### config.mk
export PLATFORM = sky130hd
export DESIGN_NAME = compute_unit
export DESIGN_NICKNAME = d
export VERILOG_FILES = /design/src/rtl/cu_pkg.sv /design/src/rtl/cu_read_port.sv /design/src/rtl/cu_fsm.sv /design/src/rtl/cu_alu.sv /design/src/rtl/compute_unit.sv
export SDC_FILE = /design/constraint.sdc
export NUM_CORES = 1
export LEC_CHECK = 0
export BUFFER_PORTS_ARGS = -buffer_cell sky130_fd_sc_hd__buf_2
export CAP_MARGIN = 10
export CORE_MARGIN = 3
export CORE_UTILIZATION = 32
export CTS_CLUSTER_DIAMETER = 100
export DETAILED_ROUTE_END_ITERATION = 7
export GPL_ROUTABILITY_DRIVEN = 0
export PLACE_DENSITY_LB_ADDON = 0.3
export REMOVE_ABC_BUFFERS = 1
export SYNTH_ARGS = -nofsm -noshare
export SYNTH_HDL_FRONTEND = slang
export SYNTH_SLANG_ARGS = --single-unit
### constraint.sdc
create_clock -name clk -period 3.4 [get_ports clk]
set_input_delay 0.17 -clock clk [delete_from_list [all_inputs] [get_ports clk]]
set_output_delay 0.17 -clock clk [all_outputs]
set_load 0.01 [all_outputs]
### src/rtl/cu_pkg.sv
package cu_pkg;

    typedef enum logic {
        ALU_NOP = 1'b0,
        ALU_ADD = 1'b1
    } alu_op_e;

    typedef struct packed {
        alu_op_e kind;
        logic    inv_a;
        logic    zero_a;
        logic    imm_vld;
    } op_flags_t;

    typedef enum logic [1:0] {
        ST_IDLE  = 2'd0,
        ST_READ  = 2'd1,
        ST_EXEC  = 2'd2,
        ST_WRITE = 2'd3
    } cu_state_e;

endpackage

### src/rtl/cu_read_port.sv
module cu_read_port #(
    parameter int DATA_W = 16
) (
    input  logic              clk,
    input  logic              rst_n,
    input  logic              arm_i,
    input  logic              need_i,
    input  logic              allow_i,
    input  logic              go_i,
    input  logic [DATA_W-1:0] data_i,
    output logic              rel_o,
    output logic              pend_o,
    output logic [DATA_W-1:0] val_o
);

    logic              pend_q;
    logic [DATA_W-1:0] val_q;

    assign rel_o  = pend_q & allow_i;
    assign pend_o = pend_q;
    assign val_o  = val_q;

    always_ff @(posedge clk or negedge rst_n) begin
        if (!rst_n) begin
            pend_q <= 1'b0;
            val_q  <= '0;
        end else if (arm_i) begin
            pend_q <= need_i;
            val_q  <= '0;
        end else if (rel_o && go_i) begin
            pend_q <= 1'b0;
            val_q  <= data_i;
        end
    end

endmodule

### src/rtl/cu_fsm.sv
module cu_fsm (
    input  logic clk,
    input  logic rst_n,
    input  logic issue_i,
    input  logic reads_left_i,
    input  logic wr_go_i,
    output logic accept_o,
    output logic busy_o,
    output logic read_ph_o,
    output logic exec_o,
    output logic write_ph_o
);
    import cu_pkg::*;

    cu_state_e state_q, state_d;

    always_ff @(posedge clk or negedge rst_n) begin
        if (!rst_n) state_q <= ST_IDLE;
        else        state_q <= state_d;
    end

    always_comb begin
        state_d = state_q;
        unique case (state_q)
            ST_IDLE:  if (issue_i)       state_d = ST_READ;
            ST_READ:  if (!reads_left_i) state_d = ST_EXEC;
            ST_EXEC:                     state_d = ST_WRITE;
            ST_WRITE: if (wr_go_i)       state_d = ST_IDLE;
            default:                     state_d = ST_IDLE;
        endcase
    end

    always_comb begin
        accept_o   = 1'b0;
        busy_o     = 1'b1;
        read_ph_o  = 1'b0;
        exec_o     = 1'b0;
        write_ph_o = 1'b0;
        unique case (state_q)
            ST_IDLE: begin
                busy_o   = 1'b0;
                accept_o = issue_i;
            end
            ST_READ:  read_ph_o  = 1'b1;
            ST_EXEC:  exec_o     = 1'b1;
            ST_WRITE: write_ph_o = 1'b1;
            default:  busy_o     = 1'b0;
        endcase
    end

endmodule

### src/rtl/cu_alu.sv
module cu_alu #(
    parameter int DATA_W  = 16,
    parameter int NUM_SRC = 2
) (
    input  cu_pkg::op_flags_t            flags_i,
    input  logic [DATA_W-1:0]            imm_i,
    input  logic [NUM_SRC*DATA_W-1:0]    opnd_i,
    output logic [DATA_W-1:0]            res_o
);
    import cu_pkg::*;

    logic [DATA_W-1:0] a_pre, a_eff, b_eff, c_eff;

    assign a_pre = flags_i.zero_a ? '0 : opnd_i[0 +: DATA_W];
    assign a_eff = flags_i.inv_a ? ~a_pre : a_pre;
    assign b_eff = flags_i.imm_vld ? imm_i : opnd_i[DATA_W +: DATA_W];

    generate
        if (NUM_SRC > 2) begin : g_third
            assign c_eff = opnd_i[2*DATA_W +: DATA_W];
        end else begin : g_no_third
            assign c_eff = '0;
        end
    endgenerate

    always_comb begin
        res_o = a_eff;
        unique case (flags_i.kind)
            ALU_ADD: res_o = a_eff + b_eff + c_eff;
            ALU_NOP: res_o = a_eff;
            default: res_o = a_eff;
        endcase
    end

endmodule

### src/rtl/compute_unit.sv
module compute_unit #(
    parameter int DATA_W  = 16,
    parameter int NUM_SRC = 2
) (
    input  logic                        clk,
    input  logic                        rst_n,
    input  logic                        issue_i,
    input  logic                        op_kind_i,
    input  logic                        inv_a_i,
    input  logic                        zero_a_i,
    input  logic                        imm_vld_i,
    input  logic [DATA_W-1:0]           imm_i,
    input  logic [NUM_SRC-1:0]          rd_skip_i,
    output logic                        busy_o,
    output logic [NUM_SRC-1:0]          rd_rel_o,
    input  logic [NUM_SRC-1:0]          rd_go_i,
    input  logic [NUM_SRC*DATA_W-1:0]   src_i,
    output logic                        wr_rel_o,
    input  logic                        wr_go_i,
    output logic [DATA_W-1:0]           data_o
);
    import cu_pkg::*;

    localparam int SRC_W = NUM_SRC * DATA_W;

    logic               accept, read_ph, exec_en, write_ph;
    logic [NUM_SRC-1:0] need, pend, allow;
    logic [SRC_W-1:0]   opnd_flat;
    op_flags_t          flags_q;
    logic [DATA_W-1:0]  imm_q, res_d, res_q;

    always_ff @(posedge clk or negedge rst_n) begin
        if (!rst_n) begin
            flags_q <= '{kind: ALU_NOP, inv_a: 1'b0, zero_a: 1'b0, imm_vld: 1'b0};
            imm_q   <= '0;
        end else if (accept) begin
            flags_q <= '{kind: alu_op_e'(op_kind_i), inv_a: inv_a_i,
                         zero_a: zero_a_i, imm_vld: imm_vld_i};
            imm_q   <= imm_i;
        end
    end

    generate
        for (genvar i = 0; i < NUM_SRC; i++) begin : g_port
            if (i == 0) begin : g_need_a
                assign need[i] = ~zero_a_i & ~rd_skip_i[i];
            end else if (i == 1) begin : g_need_b
                assign need[i] = ~imm_vld_i & ~rd_skip_i[i];
            end else begin : g_need_c
                assign need[i] = ~rd_skip_i[i];
            end

            if (i < 2) begin : g_allow_first
                assign allow[i] = read_ph;
            end else begin : g_allow_late
                assign allow[i] = read_ph & ~(|pend[1:0]);
            end

            cu_read_port #(.DATA_W(DATA_W)) u_port (
                .clk     (clk),
                .rst_n   (rst_n),
                .arm_i   (accept),
                .need_i  (need[i]),
                .allow_i (allow[i]),
                .go_i    (rd_go_i[i]),
                .data_i  (src_i[i*DATA_W +: DATA_W]),
                .rel_o   (rd_rel_o[i]),
                .pend_o  (pend[i]),
                .val_o   (opnd_flat[i*DATA_W +: DATA_W])
            );
        end
    endgenerate

    cu_fsm u_fsm (
        .clk          (clk),
        .rst_n        (rst_n),
        .issue_i      (issue_i),
        .reads_left_i (|pend),
        .wr_go_i      (wr_go_i),
        .accept_o     (accept),
        .busy_o       (busy_o),
        .read_ph_o    (read_ph),
        .exec_o       (exec_en),
        .write_ph_o   (write_ph)
    );

    cu_alu #(.DATA_W(DATA_W), .NUM_SRC(NUM_SRC)) u_alu (
        .flags_i (flags_q),
        .imm_i   (imm_q),
        .opnd_i  (opnd_flat),
        .res_o   (res_d)
    );

    always_ff @(posedge clk or negedge rst_n) begin
        if (!rst_n)       res_q <= '0;
        else if (exec_en) res_q <= res_d;
    end

    assign wr_rel_o = write_ph;
    assign data_o   = res_q;

endmodule

==> results of run 1 <==
## synth_stat cells (2+ instances only)
library cell	count
a311oi_1	2
nand2b_1	18
o32ai_1	3
xnor2_1	22
mux2i_1	4
a211oi_1	3
o311ai_1	2
buf_4	2
and2_1	3
a21o_1	7
nor3_1	4
o211ai_1	5
a31oi_1	8
ha_1	20
o21ai_1	4
and3_1	4
a211o_1	3
o21ai_0	10
xor2_1	4
a21oi_1	45
nor2_1	19
nor2b_1	2
nand3_1	2
buf_1	2
clkbuf_1	21
or3_1	2
dfrtp_1	72
mux2_2	16
nand2_1	145
inv_1	9
## power groups by stage
| stage | clock (µW) | combinational (µW) | sequential [µW] |
|---|---|---|---|
| after floorplan | 0 | 1910 | 1510 |
| after global placement | 0 | 2600 | 1510 |
| after detailed placement | 0 | 2670 | 1520 |
| after CTS | 984 | 2690 | 1510 |
| after global routing | 1030 | 3030 | 1560 |
| final | 963 | 2680 | 1510 |
## per-layer routing
layer,vias to the layer above,wire (µm)
met5,-,0
met4,0,245
met3,16,560
met2,106,4980
met1,1628,4940
li1,1748,-
## registers in the layout (all words and copies together), names as in the netlist
signal	flops
g_port.u_port.pend_o	2
g_port.u_port.val_o	32
flags_q	4
u_fsm.state_q	2
data_o	16
imm_q	16
## final timing paths
kind,start,to
worst max-delay path,flags_q[0]$_DFFE_PN0P_,data_o[12]$_DFFE_PN0P_
worst min-delay path,imm_i[11],imm_q[11]$_DFFE_PN0P_
worst max register to register,flags_q[0]$_DFFE_PN0P_,data_o[12]$_DFFE_PN0P_
worst min register to register,imm_q[11]$_DFFE_PN0P_,imm_q[11]$_DFFE_PN0P_
min in group asynchronous,rst_n,data_o[5]$_DFFE_PN0P_
max in group asynchronous,rst_n,g_port[0].u_port.val_o[1]$_DFFE_PN0P_
## worst max-delay path: cells and delay by family (launching register included)
family	cells	cell delay [ps]
adders and majority gates	1	470
buffers and inverters	1	250
muxes	1	390
DFF	1	450
AOI/OAI and AO/OA	5	1180
and+or+nand+nor	1	70
xor gates and xnor gates	1	180
## timing repair
action | in CTS | in global routing
hold buffers | 1 | 0
endpoints found under the hold margin | 5 | 0
setup buffers | 0 | 0
## cells by family after synthesis
kind of cell,Yosys count,synth area share [%]
AO/OA/AOI/OAI,99,15.0
buffers and inverters,36,3.50
AND/OR/NAND/NOR,200,20.3
adder cells (fa/ha/maj),21,6.57
flip-flops,72,43.8
XOR/XNOR,26,5.54
multiplexers,20,5.35
## through the flow
stage	power [µW]	std cells
6_report	5140	717
3_3_place_gp	4110	700
3_5_place_dp	4190	700
2_1_floorplan	3430	448
4_1_cts	5190	717
5_1_grt	5620	717
## layout make-up
class / count / share of cell area [%]
clock buffer: 9 / 4.54
clock inverter: 7 / 1.59
inverter: 10 / 0.756
multi-input combinational: 366 / 43.7
sequential: 72 / 36.3
tap: 168 / 4.23
timing repair buffer: 85 / 8.92
==> results_dict.tcl, run 1 <==
set metrics [dict create \
    status "complete, no violations" \
    rsz0062_at_grt "false" \
    setup_viol 0 \
    reg2reg_slack_ps 340 \
    globalRoute.busiestLayer "met2" \
    hold_path.class "primary input to flip-flop" \
    layout_common_cells "nand2_1, buf_2, dfrtp_1" \
    p_sw_share_pct 42.6 \
    clockBufferDepth 2 \
    fin_nets 625 \
    placed_area_um2 4650 \
    seq_area_frac_synth_pct 43.8 \
    critPathArrivalTime_ps 3320 \
    fin_setup_tns_ps 0 \
    path_cells "buf_4 -> mux2_2 -> fa_1 -> a21o_1 -> a31oi_1 -> o21bai_1 -> a221oi_1 -> xnor2_1 -> nand2_1 -> a31oi_1" \
    hold_viol 0 \
    met2_usage_pct 25.1 \
    seqPwrFrac_pct 29.3 \
    syn-instance-count 474 \
    synth_ff_type "dfrtp_1" \
    yosys.area.top_type "dfrtp_1" \
    cts_sinks 72 \
    pwr-share-clk_pct 18.7 \
    whs_path_depth 3 \
    synth_warnings 0 \
    die_w_um 119 \
    stdcell_area_um2 4960 \
    clock.fmax_ghz 0.327 \
    start_util_pct 33.5 \
    grt_use_met1_pct 21.0 \
    worstSkewPairLatency_ps 340 \
    synth_edf_count 0 \
    drt-pass1-iter-count 4 \
    synth.distinct_cells 41 \
    worst_pin_slew_ps 1030 \
    num_rows 40 \
    preCtsSetupSlack_ps 396 \
    internal-power_uw 2950 \
    cts_tree "built" \
    synth_area_leaders "dfrtp_1, nand2_1, ha_1" \
    slowest_stage "fa_1" \
    grt_pass1_wl_mm 18.1 \
    num_vias 3498 \
    htreeDepth 3 \
    ys_ff_latch 72 \
    antenna_found_initial 0 \
    p_sw_uw 2190 \
    fill_cells 1258 \
    yosysTopAreaCellShare_pct 43.8 \
    period_minus_slack_ps 3060 \
    report.final.slew_viol_count 0 \
    final_common_cell "nand2_1" \
    path_class "flip-flop to flip-flop" \
    max-vdd-ir-drop_v 0.000507 \
    dieArea_um2 14200 \
    final_layout_size_suffix_gt1_share_pct 21.9 \
    cts_made_buffers 9 \
    fin_util_pct 40.5 \
    ioPinCount 80 \
    met3_usage_pct 3.85 \
    cts_root_buf "clkbuf_16" \
    worst_slack_ps 339 \
    hold_ws_ps 24.4 \
    worstSetupStartpointType "flip-flop" \
    p_leak_uw 0.00241 \
    max_cap_viol_count 0 \
    grt_max_degree 54 \
    timing.critical_path.mode_cell "a31oi_1" \
    ff2ff_path_depth 10 \
    ant_nets 0 \
    clk_pin_slew_worst_paths_ps 60 \
    die_y_um 119 \
    dr.first_iter.drc_count 159 \
    fin_skew_ps 6.76 \
    vias_per_cell 4.88 \
    slew-limit-headroom_pct 31.2 \
    n_antenna_cell 0 \
    seq_area_um2 1800 \
    crit_required_ps 3660 \
    place.port_buffers 79 \
    worst-path-max-fanout 12 \
    post_cts_resized 0 \
    grt_overflow_total 0 \
    grt_pass1_vias 3690 \
    critPathMaxStageDelay_ps 470 \
    multiInputGateArea_um2 2170 \
    synthArstFlopShare_pct 100 \
    drc_errors 0 \
    wire_per_inst_um 15.0 \
    avgSynthCellArea_um2 8.68 \
    combPwrFrac_pct 52.0 \
    area_growth_pct 20.7 \
    wl_mm 10.7 \
    dp_hpwl_mm 8.09 \
    min_period_over_period_pct 90.0 \
    power_density_nw_per_um2 1040 \
    coreArea_um2 12300 \
    grt_use_total_pct 15.9 \
    endpoint_kind "flip-flop" \
    syn_area_um2 4110 \
]
No activity file was read; power rests on OpenSTA's default activity.
==> run 2: changes to the inputs <==
Settings changed: BUFFER_PORTS_ARGS -buffer_cell sky130_fd_sc_hd__buf_2 to default, DONT_BUFFER_PORTS from default to 1.
==> results_dict.tcl, run 2 (synthesized netlist as in run 1, its figures left out) <==
set metrics [dict create \
    status "complete, no violations" \
    critPathArrivalTime_ps 3270 \
    dp_hpwl_mm 7.94 \
    drc_errors 0 \
    grt_overflow_total 0 \
    grt_pass1_wl_mm 18.0 \
    fill_cells 1249 \
    htreeDepth 3 \
    ioPinCount 80 \
    dieArea_um2 14200 \
    endpoint_kind "flip-flop" \
    worst-path-max-fanout 17 \
    cts_sinks 72 \
    die_y_um 119 \
    hold_viol 0 \
    num_vias 3410 \
    clock.fmax_ghz 0.332 \
    power_density_nw_per_um2 985 \
    place.port_buffers 0 \
    reg2reg_to "data_o[12]$_DFFE_PN0P_" \
    p_leak_uw 0.00233 \
    rsz0062_at_grt "false" \
    area_growth_pct 24.2 \
    worstSetupStartpointType "flip-flop" \
    n_antenna_cell 0 \
    start_util_pct 33.5 \
    coreArea_um2 12300 \
    slowest_stage "dfrtp_1" \
    vias_per_cell 4.95 \
    fin_setup_tns_ps 0 \
    critPathLaunch "flags_q[1]$_DFFE_PN0P_" \
    dr.first_iter.drc_count 175 \
    hold_ws_ps 49.9 \
    period_minus_slack_ps 3020 \
    fin_total_pwr_uw 5030 \
    post_cts_resized 0 \
    num_rows 40 \
    ff2ff_path_depth 11 \
    max_cap_viol_count 0 \
    drt-pass1-iter-count 4 \
    worstHoldStart "inv_a_i" \
    grt_max_degree 73 \
    final_layout_size_suffix_gt1_share_pct 7.29 \
    antenna_found_initial 0 \
    worstReg2RegStart "flags_q[1]$_DFFE_PN0P_" \
    clockBufferDepth 2 \
    worstSkewPairLatency_ps 330 \
    wire_per_inst_um 15.8 \
    reg2reg_slack_ps 380 \
    stdcell_area_um2 5110 \
    largest_reg_flops 32 \
    cts_root_buf "clkbuf_16" \
    grt_pass1_vias 3497 \
    setup_viol 0 \
    cts_tree "built" \
    max-vdd-ir-drop_v 0.000545 \
    cp-endpoint "data_o[12]$_DFFE_PN0P_" \
    grt_use_total_pct 16.0 \
    cts_made_buffers 9 \
    min_period_over_period_pct 88.7 \
    report.final.slew_viol_count 0 \
    layout_common_cells "nand2_1, dfrtp_1, dlygate4sd3_1" \
    placed_area_um2 4250 \
    clk_pin_slew_worst_paths_ps 50 \
    path_cells "nand2b_1 -> xnor2_1 -> ha_1 -> fa_1 -> a21o_1 -> a31oi_1 -> o21bai_1 -> a221oi_1 -> xnor2_1 -> nand2_1 -> a31oi_1" \
    cts.hold.buffers_added 56 \
    hold_path.class "primary input to flip-flop" \
    fin_skew_ps 6.60 \
    postCtsSetupRepairBufs 0 \
    fin_util_pct 41.6 \
    final_common_cell "nand2_1" \
    crit_required_ps 3660 \
    slew-limit-headroom_pct 31.7 \
    fin_nets 600 \
    die_w_um 119 \
    path_class "flip-flop to flip-flop" \
    critPathMaxStageDelay_ps 490 \
    wl_mm 10.9 \
    worst_pin_slew_ps 1020 \
    ant_nets 0 \
]
run 2: cell count changes in the layout (fill, tap and decap cells not counted), sizes merged:
cell,before,now
inv,13,10
clkinvlp,3,0
bufinv,1,0
dlygate4sd3,1,55
clkbuf,9,13
buf,84,5
run 2: where the power goes:
part | leakage, µW | switching [µW] | internal, µW
registers | 0.000931 | 327 | 1230
clock network | 0.000140 | 325 | 561
logic | 0.00126 | 1470 | 1120
run 2: layout make-up:
class	count	area, µm²	share of cell area [%]
multi-input combinational	366	2170	42.5
clock buffer	13	280	5.49
timing repair buffer	60	608	11.9
sequential	72	1800	35.3
inverter	10	37.5	0.735
tap	168	210	4.12
run 2: worst max-delay path, delay by kind of cell (launching register included):
| kind | cells | cell delay [ps] |
|---|---|---|
| xor gates and xnor gates | 2 | 300 |
| and+or+nand+nor | 2 | 270 |
| adders and majority gates | 2 | 640 |
| DFF | 1 | 490 |
| AOI/OAI and AO/OA | 5 | 1220 |
run 2: how the worst min path moves through the flow:
stage	end	depth (start not counted)
6_report	flags_q[2]$_DFFE_PN0P_	2
5_1_grt	flags_q[2]$_DFFE_PN0P_	2
4_1_cts	flags_q[2]$_DFFE_PN0P_	2
3_5_place_dp	flags_q[3]$_DFFE_PN0P_	0
3_3_place_gp	flags_q[3]$_DFFE_PN0P_	0
2_1_floorplan	data_o[0]$_DFFE_PN0P_	0
run 2: metal layers:
| metal | track usage [%] | vias up | share of wire (%) |
|---|---|---|---|
| met5 | 0 | - | 0 |
| met4 | 6.08 | 0 | 2.1 |
| met3 | 4.42 | 15 | 6.2 |
| met2 | 24.5 | 93 | 45 |
| met1 | 21.6 | 1609 | 47 |
| li1 | - | 1693 | - |
run 2: per-stage QoR:
step                setup slack, ps  std cells
floorplan                       466        448
detailed placement              430        620
global route                   95.0        689
finish                          384        689
global placement                523        620
CTS                             425        689
